<file path="src/rtl/gpio_bank.sv">
module gpio_bank #(
  parameter int ADDR_W = 6
) (
  input  logic              clk,
  input  logic              rst_n,
  input  logic [ADDR_W-1:0] bus_addr,
  input  logic              bus_rd,
  input  logic              bus_wr,
  input  logic [3:0]        bus_be,
  input  logic [31:0]       bus_wdata,
  output logic [31:0]       bus_rdata,
  input  logic [31:0]       pad_in,
  output logic [31:0]       pad_out,
  output logic [31:0]       pad_oe,
  output logic [63:0]       trig_cfg,
  output logic [31:0]       edge_any,
  output logic [31:0]       irq_mask,
  input  logic [31:0]       irq_status,
  output logic [31:0]       irq_clear
);

  localparam logic [ADDR_W-1:0] OFS_DATA = ADDR_W'(8'h00);
  localparam logic [ADDR_W-1:0] OFS_DIR  = ADDR_W'(8'h04);
  localparam logic [ADDR_W-1:0] OFS_SAMP = ADDR_W'(8'h08);
  localparam logic [ADDR_W-1:0] OFS_TLO  = ADDR_W'(8'h0C);
  localparam logic [ADDR_W-1:0] OFS_THI  = ADDR_W'(8'h10);
  localparam logic [ADDR_W-1:0] OFS_MASK = ADDR_W'(8'h14);
  localparam logic [ADDR_W-1:0] OFS_STAT = ADDR_W'(8'h18);
  localparam logic [ADDR_W-1:0] OFS_EDGE = ADDR_W'(8'h1C);

  logic [31:0] data_q, dir_q, samp_q, tlo_q, thi_q, mask_q, edge_q;
  logic [31:0] rd_val;

  wire full_acc = (bus_be == 4'hF) && (bus_addr[1:0] == 2'b00);
  wire wr_ok    = bus_wr && full_acc;
  wire rd_ok    = bus_rd && full_acc;

  always_ff @(posedge clk or negedge rst_n) begin
    if (!rst_n) begin
      data_q <= '0;
      dir_q  <= '0;
      tlo_q  <= '0;
      thi_q  <= '0;
      mask_q <= '0;
      edge_q <= '0;
    end else if (wr_ok) begin
      case (bus_addr)
        OFS_DATA: data_q <= bus_wdata;
        OFS_DIR:  dir_q  <= bus_wdata;
        OFS_TLO:  tlo_q  <= bus_wdata;
        OFS_THI:  thi_q  <= bus_wdata;
        OFS_MASK: mask_q <= bus_wdata;
        OFS_EDGE: edge_q <= bus_wdata;
        default: ;
      endcase
    end
  end

  always_ff @(posedge clk or negedge rst_n) begin
    if (!rst_n) samp_q <= '0;
    else        samp_q <= pad_in;
  end

  always_comb begin
    case (bus_addr)
      OFS_DATA: rd_val = (data_q & dir_q) | (samp_q & ~dir_q);
      OFS_DIR:  rd_val = dir_q;
      OFS_SAMP: rd_val = samp_q & ~dir_q;
      OFS_TLO:  rd_val = tlo_q;
      OFS_THI:  rd_val = thi_q;
      OFS_MASK: rd_val = mask_q;
      OFS_STAT: rd_val = irq_status;
      OFS_EDGE: rd_val = edge_q;
      default:  rd_val = '0;
    endcase
  end

  always_ff @(posedge clk or negedge rst_n) begin
    if (!rst_n) begin
      bus_rdata <= '0;
      irq_clear <= '0;
    end else begin
      bus_rdata <= rd_ok ? rd_val : '0;
      irq_clear <= (wr_ok && bus_addr == OFS_STAT) ? bus_wdata : '0;
    end
  end

  assign pad_oe   = dir_q;
  assign pad_out  = data_q & dir_q;
  assign trig_cfg = {thi_q, tlo_q};
  assign edge_any = edge_q;
  assign irq_mask = mask_q;

  p_dir_write_r2: assert property (@(posedge clk) disable iff (!rst_n)
    (wr_ok && bus_addr == OFS_DIR) |=> pad_oe == $past(bus_wdata));

  p_samp_track_r4: assert property (@(posedge clk) disable iff (!rst_n)
    $past(rst_n) |-> samp_q == $past(pad_in));

  p_samp_ro_r5: assert property (@(posedge clk) disable iff (!rst_n)
    (bus_wr && bus_addr == OFS_SAMP) |=> $stable(pad_out) && $stable(pad_oe) && $stable(irq_mask));

  p_rdata_idle_r6: assert property (@(posedge clk) disable iff (!rst_n)
    !bus_rd |=> bus_rdata == '0);

  p_partial_ignored_r7: assert property (@(posedge clk) disable iff (!rst_n)
    (bus_wr && !full_acc) |=> $stable(pad_out) && $stable(pad_oe) && $stable(trig_cfg)
                              && $stable(edge_any) && $stable(irq_mask) && irq_clear == '0);

  p_clear_quiet_r11: assert property (@(posedge clk) disable iff (!rst_n)
    !bus_wr |=> irq_clear == '0);

endmodule

</file>
<file path="config.mk">
export PLATFORM = sky130hd
export DESIGN_NAME = gpio_bank
export DESIGN_NICKNAME = d
export VERILOG_FILES = /design/src/rtl/gpio_bank.sv
export SDC_FILE = /design/constraint.sdc
export NUM_CORES = 1
export LEC_CHECK = 0
export BUFFER_PORTS_ARGS = -buffer_cell sky130_fd_sc_hd__buf_4
export CORE_MARGIN = 2
export CORE_UTILIZATION = 40
export DETAILED_ROUTE_END_ITERATION = 7
export PLACE_DENSITY_LB_ADDON = 0.3
export SLEW_MARGIN = 0
export SYNTH_ARGS = -nofsm -noshare
export SYNTH_HDL_FRONTEND = slang
export SYNTH_SLANG_ARGS = --single-unit
</file>
<file path="constraint.sdc">
create_clock -name clk -period 2.1 [get_ports clk]
set_input_delay 0.42 -clock clk [delete_from_list [all_inputs] [get_ports clk]]
set_output_delay 0.42 -clock clk [all_outputs]
set_load 0.1 [all_outputs]
</file>
# [Yosys cells after proc, flatten, opt, wreduce, memory -nomap -nowiden]
# Index checks and enable logic that the tools add are counted.
[op_classes] mux=3 reduce_logical=12 eq_ne=8 n_bitwise=4
[op_table] operator="$pmux 32 s8" count=1
[op_table] operator="$and 32x32->32" count=2
[op_table] operator="$mux 32" count=2
[op_table] operator="$not 32->32" count=1
[op_table] operator="$or 32x32->32" count=1
[op_table] operator="$eq 6x5->1 const B" count=4
[op_table] operator="$eq 6x4->1 const B" count=2
[op_table] operator="$reduce_and 2->1" count=6
[op_table] operator="$eq 6x3->1 const B" count=1
[op_table] operator="$logic_not 6->1" count=1
[op_table] operator="$eq 4x4->1 const B" count=1
[op_table] operator="$logic_and 1x1->1" count=4
[op_table] operator="$logic_not 2->1" count=1
[word_totals] output_inout_bits=256 word_cells=36 ff_bits=288 in_bits=110

# [Longest topological paths before layout]
# Gate-level depths: netlist of the first run.
[depth] depth_word=5 ltp_mapped=7 mapped_depth_nobuf=4

# [Least setup slack after synthesis of the first run]
# OpenSTA, ideal clock, no wires.
[synth_path] path_kind="input-to-reg" from="in bus_be[2]" to="reg mask_q[7], in the netlist irq_mask[7]" path_slack_ps=-249 path_stages=7 n_path_buf=3 arrival_ps=2224 t_required_ps=1974 setup_ps=126 path_cell_list="nand4_1 or4b_1 buf_2 or4b_4 buf_6 buf_12 mux2_4"
[synth_via] elab_chain_cells=4
[synth_lines] element="start: declaration" line_no="9" rtl="input logic [3:0] bus_be,"
[synth_lines] element="$eq 4x4->1" line_no="34" rtl="wire full_acc = (bus_be == 4'hF) && (bus_addr[1:0] == 2'b00);"
[synth_lines] element="$logic_and 1x1->1" line_no="34"
[synth_lines] element="$logic_and 1x1->1" line_no="35" rtl="wire wr_ok = bus_wr && full_acc;"
[synth_lines] element="$reduce_and 2->1 (no source line)"
[synth_lines] element="end signal: assignment" line_no="52" rtl="OFS_MASK: mask_q <= bus_wdata;"
[synth_lines] element="end: declaration" line_no="31" rtl="logic [31:0] data_q, dir_q, samp_q, tlo_q, thi_q, mask_q, edge_q;"
# No other way between the ends.
# A chain may end at the register's enable or synchronous reset.

# [Worst setup path after layout of the first run]
[layout_path] from="in bus_addr[1]" to="reg edge_q[18], in the netlist edge_any[18]"
[layout_via] elab_chain_cells=4 word_cells_on_any_way=5 classes_between="1 x eq/ne; 4 x reduce/logical"
[layout_lines] element="start: declaration" line_no="6" rtl="input logic [ADDR_W-1:0] bus_addr,"
[layout_lines] element="$logic_not 2->1" line_no="34"
[layout_lines] element="$logic_and 1x1->1" line_no="34"
[layout_lines] element="$logic_and 1x1->1" line_no="35"
[layout_lines] element="$reduce_and 2->1 (no source line) *"
[layout_lines] element="end signal: assignment" line_no="53" rtl="OFS_EDGE: edge_q <= bus_wdata;"
[layout_lines] element="end: declaration" line_no="31"
# Every way passes the cells marked *; elsewhere a longest branch is shown, timed or not.

==> results of run 1 <==
[power breakdown]
group,internal [mW],leakage [nW],total (mW),switching [mW]
clock,3.13,0.492,5.29,2.16
combinational,0.333,4.23,0.781,0.448
sequential,5.60,3.95,5.62,0.0255
total,9.06,8.67,11.7,2.64
[worst max path at each step]
stage	startpoint	to	cells past startpoint
5_1_grt	pad_oe[4]	pad_out[4]	2
2_1_floorplan	bus_be[2]	irq_mask[7]	7
3_3_place_gp	bus_addr[1]	irq_mask[10]	5
4_1_cts	pad_oe[0]	pad_out[0]	2
3_5_place_dp	bus_addr[1]	edge_any[18]	6
6_report	bus_addr[1]	edge_any[18]	6
[cell families (layout without fill, tap and decap cells)]
| logic type | after synthesis | after routing | share of synthesized area [%] |
|---|---|---|---|
| DFF | 288 | 288 | 59.5 |
| muxes | 225 | 225 | 24.7 |
| and+or+nand+nor | 150 | 150 | 6.56 |
| AOI/OAI and AO/OA | 100 | 100 | 6.10 |
| buffers and inverters | 81 | 535 | 3.07 |
[through the flow]
step / setup WS [ns] / TNS, ns / area [um^2] / instances
global route: 0.132 / 0 / 17100 / 1688
detailed placement: -0.393 / -66.47 / 15700 / 1598
finish: 0.164 / 0 / 17100 / 1688
floorplan: -0.231 / -15.09 / 12100 / 844
CTS: 0.160 / 0 / 17100 / 1688
global placement: -0.356 / -62.59 / 15700 / 1598
[routing by layer]
metal | global-route usage [%] | vias to the layer above | wire length [um]
met1 | 31.1 | 4565 | 15800
li1 | - | 3890 | -
met4 | 5.74 | 0 | 807
met3 | 5.40 | 63 | 2850
met2 | 40.8 | 371 | 19000
met5 | 0 | - | 0
[layout by cell type, fill, tap and decap left out, drive strengths merged, types with 2 or more instances in the layout]
cell / instances
a21oi: 5
and2: 64
a22o: 29
a22oi: 31
nand2b: 3
or4: 2
nand2: 62
dlygate4sd3: 33
nor2b: 2
mux2: 193
or4b: 3
mux4: 31
dfrtp: 288
buf: 416
a31oi: 30
inv: 28
nand3b: 2
nor2: 6
clkbuf: 53
a31o: 2
clkinv: 4
nor3: 2
[cell type report]
cell class / count / area [um^2] / area share [%]
flip-flops and latches: 288 / 7210 / 42.3
multi-input cells: 475 / 4610 / 27.1
repair buffers: 449 / 3640 / 21.3
clock buffers: 53 / 978 / 5.74
well taps: 390 / 488 / 2.86
inverters: 29 / 109 / 0.638
clock inverters: 4 / 22.5 / 0.132
[flip-flops by register name, indices dropped and copies added (netlist names)]
| signal | flops |
|---|---|
| bus_rdata | 32 |
| tlo_q | 32 |
| samp_q | 32 |
| irq_mask | 32 |
| irq_clear | 32 |
| edge_any | 32 |
| data_q | 32 |
| thi_q | 32 |
| pad_oe | 32 |
[worst max-delay path, cell delays in order]
cell,delay [ns]
buf_4,0.13
or4b_2,0.72
buf_4,0.19
nor3_2,0.23
buf_12,0.29
mux2_2,0.37
[repair_timing]
item | CTS | global route
hold endpoints to repair | 60 | 0
hold buffers | 33 | 0
endpoints found under the setup margin | 0 | 0
==> flow_metrics.tcl, run 1 <==
set metrics [dict create \
    hold_slack_ns 0.136 \
    clockBufferDepth 3 \
    yosysWarnings 0 \
    grt_pass1_vias 9137 \
    worstMarginPinSlew_ns 0.462 \
    yosys.area.top_type_share_pct 59.5 \
    drt_wl_total_mm 38.4 \
    cp.required_ns 2.53 \
    antenna_found_initial 1 \
    yosysMostFrequentCell "dfrtp_1" \
    worstRegToRegCells 3 \
    hold_viol_final 0 \
    drv_slew 0 \
    syn_avg_cell_area_um2 14.3 \
    worstPathArrival_ns 2.36 \
    core_area_mm2 0.0297 \
    syn_nets 954 \
    syn_inst 844 \
    skew_ns 0.0113 \
    clk_transition_reported_paths_ns 0.06 \
    vias 8889 \
    max_slew_margin_pct 68.9 \
    endpoint_kind "flip-flop" \
    route.detailed.drc 0 \
    drt-wirelength-per-cell_um 22.8 \
    rows 63 \
    cts_tree "done" \
    grt_overflow 0 \
    setup_viol 0 \
    drive_gt1_share_pct 56.3 \
    r2r_start "irq_mask[6]" \
    hpwlAfterDp_mm 26.1 \
    first_pass_iters 4 \
    drt_iter0_drc 417 \
    place.port_buffers 365 \
    whs_path_depth 2 \
    synth.largest_area_cell "dfrtp_1" \
    fin_nets 1384 \
    hp-start "bus_wdata[15]" \
    initial_utilization_pct 40.7 \
    finalCriticalPeriod_ns 1.94 \
    clkSinkCount 288 \
    final_core_util_pct 57.4 \
    path_class "in2reg" \
    finalPower_mw 11.7 \
    cts-resized-gates 0 \
    clock_latency_ns 0.55 \
    reg2reg_slack_ns 0.89 \
    synth_cell_types 36 \
    reg2reg_to "bus_rdata[6]" \
    post-route-period-util_pct 92.2 \
    outcome "complete, no violations" \
    die_area_mm2 0.0317 \
    ys_top_cells_by_area "dfrtp_1, mux2_2, mux4_2, mux2_4, and2_1" \
    synthFlopType "dfrtp_1" \
    pin_count 366 \
    ys_ff_latch 288 \
    yosys-top-cells-count "dfrtp_1, mux2_2, and2_1" \
    power.density_mw_per_mm2 686 \
    critPathMaxFanout 32 \
    ys_async_sr_fraction_pct 100 \
    min_path_type "in2reg" \
    fill_cells 2416 \
    die_width_um 178 \
    post_cts_buffers 0 \
    power.leakage_nw 8.67 \
    grt_use_total_pct 24.0 \
    cts-root-buf "clkbuf_16" \
    antenna-diode-count 0 \
    worstHoldEndpoint "irq_clear[15]" \
    grt_first_pass_wirelength_mm 57.0 \
    peakVddDrop_mv 0.556 \
    synth_edf_count 0 \
    h-tree-depth 1 \
    numCtsBuffers 31 \
    startpoint_type "input pin" \
    viasPerCell 5.27 \
    synth-seq-area-share_pct 59.5 \
    cap_violations 0 \
    fmax_mhz 516 \
    syn_area_mm2 0.0121 \
    drtAntennaViolNets 0 \
    die_height_um 178 \
    area_growth_pct 40.9 \
    rsz0062_at_grt "no" \
    routabilityCongestion 0.861 \
    grt_max_degree 64 \
]
(Power assumes the default switching activity.)
==> inputs of run 2 (changes only) <==
--- a/config.mk
+++ b/config.mk
@@ -6,6 +6,7 @@
 export NUM_CORES = 1
 export LEC_CHECK = 0
 export BUFFER_PORTS_ARGS = -buffer_cell sky130_fd_sc_hd__buf_4
+export CAP_MARGIN = 40
 export CORE_MARGIN = 2
 export CORE_UTILIZATION = 40
 export DETAILED_ROUTE_END_ITERATION = 7
==> constraint.sdc (replaced) <==
create_clock -name clk -period 1.6 [get_ports clk]
set_input_delay 0.32 -clock clk [delete_from_list [all_inputs] [get_ports clk]]
set_output_delay 0.32 -clock clk [all_outputs]
set_load 0.1 [all_outputs]
==> flow_metrics.tcl, run 2 (synthesis gave the netlist of run 1 again) <==
set metrics [dict create \
    critPathMaxFanout 15 \
    min_path_type "in2reg" \
    startpoint_type "input pin" \
    fill_cells 2083 \
    area_growth_pct 61.9 \
    r2r_start "thi_q[14]" \
    power.leakage_nw 9.61 \
    worst_slack_ns -0.161 \
    drt_wl_total_mm 41.7 \
    drtAntennaViolNets 0 \
    post-route-period-util_pct 110 \
    clkSinkCount 288 \
    viasPerCell 5.32 \
    place.port_buffers 365 \
    worstRegToRegCells 3 \
    place_area_mm2 0.0163 \
    route.detailed.drc 0 \
    grt_overflow 0 \
    core_area_mm2 0.0297 \
    grt_first_pass_wirelength_mm 60.3 \
    first_pass_iters 4 \
    layout_common_cells "buf_4, dfrtp_1, mux2_2" \
    outcome "complete, but fails checks" \
    cp-startpoint "bus_be[2]" \
    cts-root-buf "clkbuf_16" \
    clk_transition_reported_paths_ns 0.06 \
    antenna_found_initial 0 \
    cp.required_ns 2.03 \
    fin_nets 1489 \
    cap_violations 0 \
    final_core_util_pct 65.9 \
    clockBufferDepth 3 \
    routabilityCongestion 0.865 \
    layout_commonest_cell "buf_4" \
    hold_viol_final 0 \
    die_height_um 178 \
    worstPathArrival_ns 2.19 \
    numCtsBuffers 31 \
    die_width_um 178 \
    crit_path_end "irq_mask[19]" \
    die_area_mm2 0.0317 \
    skew_ns 0.0122 \
    whs_path_depth 2 \
    rsz0062_at_grt "yes" \
    power.density_mw_per_mm2 830 \
    reg2reg_slack_ns 0.33 \
    reg2reg_to "bus_rdata[14]" \
    hp-start "bus_wdata[18]" \
    path_class "in2reg" \
    clock_latency_ns 0.55 \
    max_slew_margin_pct 73.2 \
    grt_use_total_pct 25.3 \
    rows 63 \
    final_area_mm2 0.0196 \
    endpoint_kind "flip-flop" \
    pin_count 366 \
    grt_pass1_vias 9890 \
    violations "negative setup slack" \
    antenna-diode-count 0 \
    peakVddDrop_mv 0.785 \
    initial_utilization_pct 40.7 \
    drt-wirelength-per-cell_um 23.2 \
    hpwlAfterDp_mm 27.5 \
    setup_viol 200 \
    worstMarginPinSlew_ns 0.402 \
    drive_gt1_share_pct 65.0 \
    grt_max_degree 40 \
    cts_tree "done" \
    fmax_mhz 568 \
    drt_iter0_drc 589 \
    vias 9543 \
    h-tree-depth 1 \
    finalCriticalPeriod_ns 1.76 \
    drv_slew 0 \
]
[run 2: worst max-delay path: stages]
cell,delay [ns]
buf_6,0.06
nand4_1,0.15
or4b_4,0.53
or4b_4,0.62
buf_12,0.20
mux2_4,0.30
[run 2: per-layer routing]
| layer | up-vias | GRT usage, % | wire [um] |
|---|---|---|---|
| li1 | 4101 | - | - |
| met1 | 4912 | 32.8 | 16700 |
| met2 | 442 | 42.8 | 20700 |
| met3 | 88 | 4.78 | 2980 |
| met4 | 0 | 8.13 | 1340 |
| met5 | - | 0 | 0 |
[run 2: what timing repair did]
action                                  CTS  global route
endpoints found under the hold margin   205             0
endpoints found under the setup margin  277           349
cloned                                    3             5
hold buffers                             33             0
setup buffers                            49            20
pin swaps                                33             3
resized for setup                       187           108
[run 2: where the power goes]
group	internal [mW]	switching [mW]
registers	7.35	0.0366
clock network	4.83	2.91
logic	0.528	0.617
total	12.7	3.56
[run 2: area by class of cell]
class                           count  area, um^2  share of cell area [%]
Clock buffer                       45         898                    4.58
Multi-Input combinational cell    475        4900                    25.0
Tap cell                          390         488                    2.49
Timing Repair Buffer              554        5730                    29.3
Sequential cell                   288        7250                    37.0
Inverter                           29         109                   0.556
Clock inverter                     12         210                    1.07
[run 2: worst min path at each step]
stage | end | slack (ns)
global placement | bus_rdata[3] | 0.21
CTS | irq_clear[25] | 0.02
finish | irq_clear[18] | 0.04
floorplan | bus_rdata[0] | 0.02
global route | irq_clear[15] | 0.03
detailed placement | bus_rdata[3] | 0.21
[run 2: through the flow]
stage                     cells  setup TNS [ns]  setup slack (ns)  total power [mW]  hold slack [ns]
after global routing       1793          -21.91            -0.180              16.8           0.0326
final                      1793          -17.22            -0.161              16.3           0.0383
after CTS                  1768           -5.99            -0.110              16.4           0.0200
after floorplan             844          -92.22            -0.631              7.88           0.0244
after detailed placement   1626         -158.96            -0.757              8.54            0.215
after global placement     1626         -157.22            -0.735              8.53            0.213
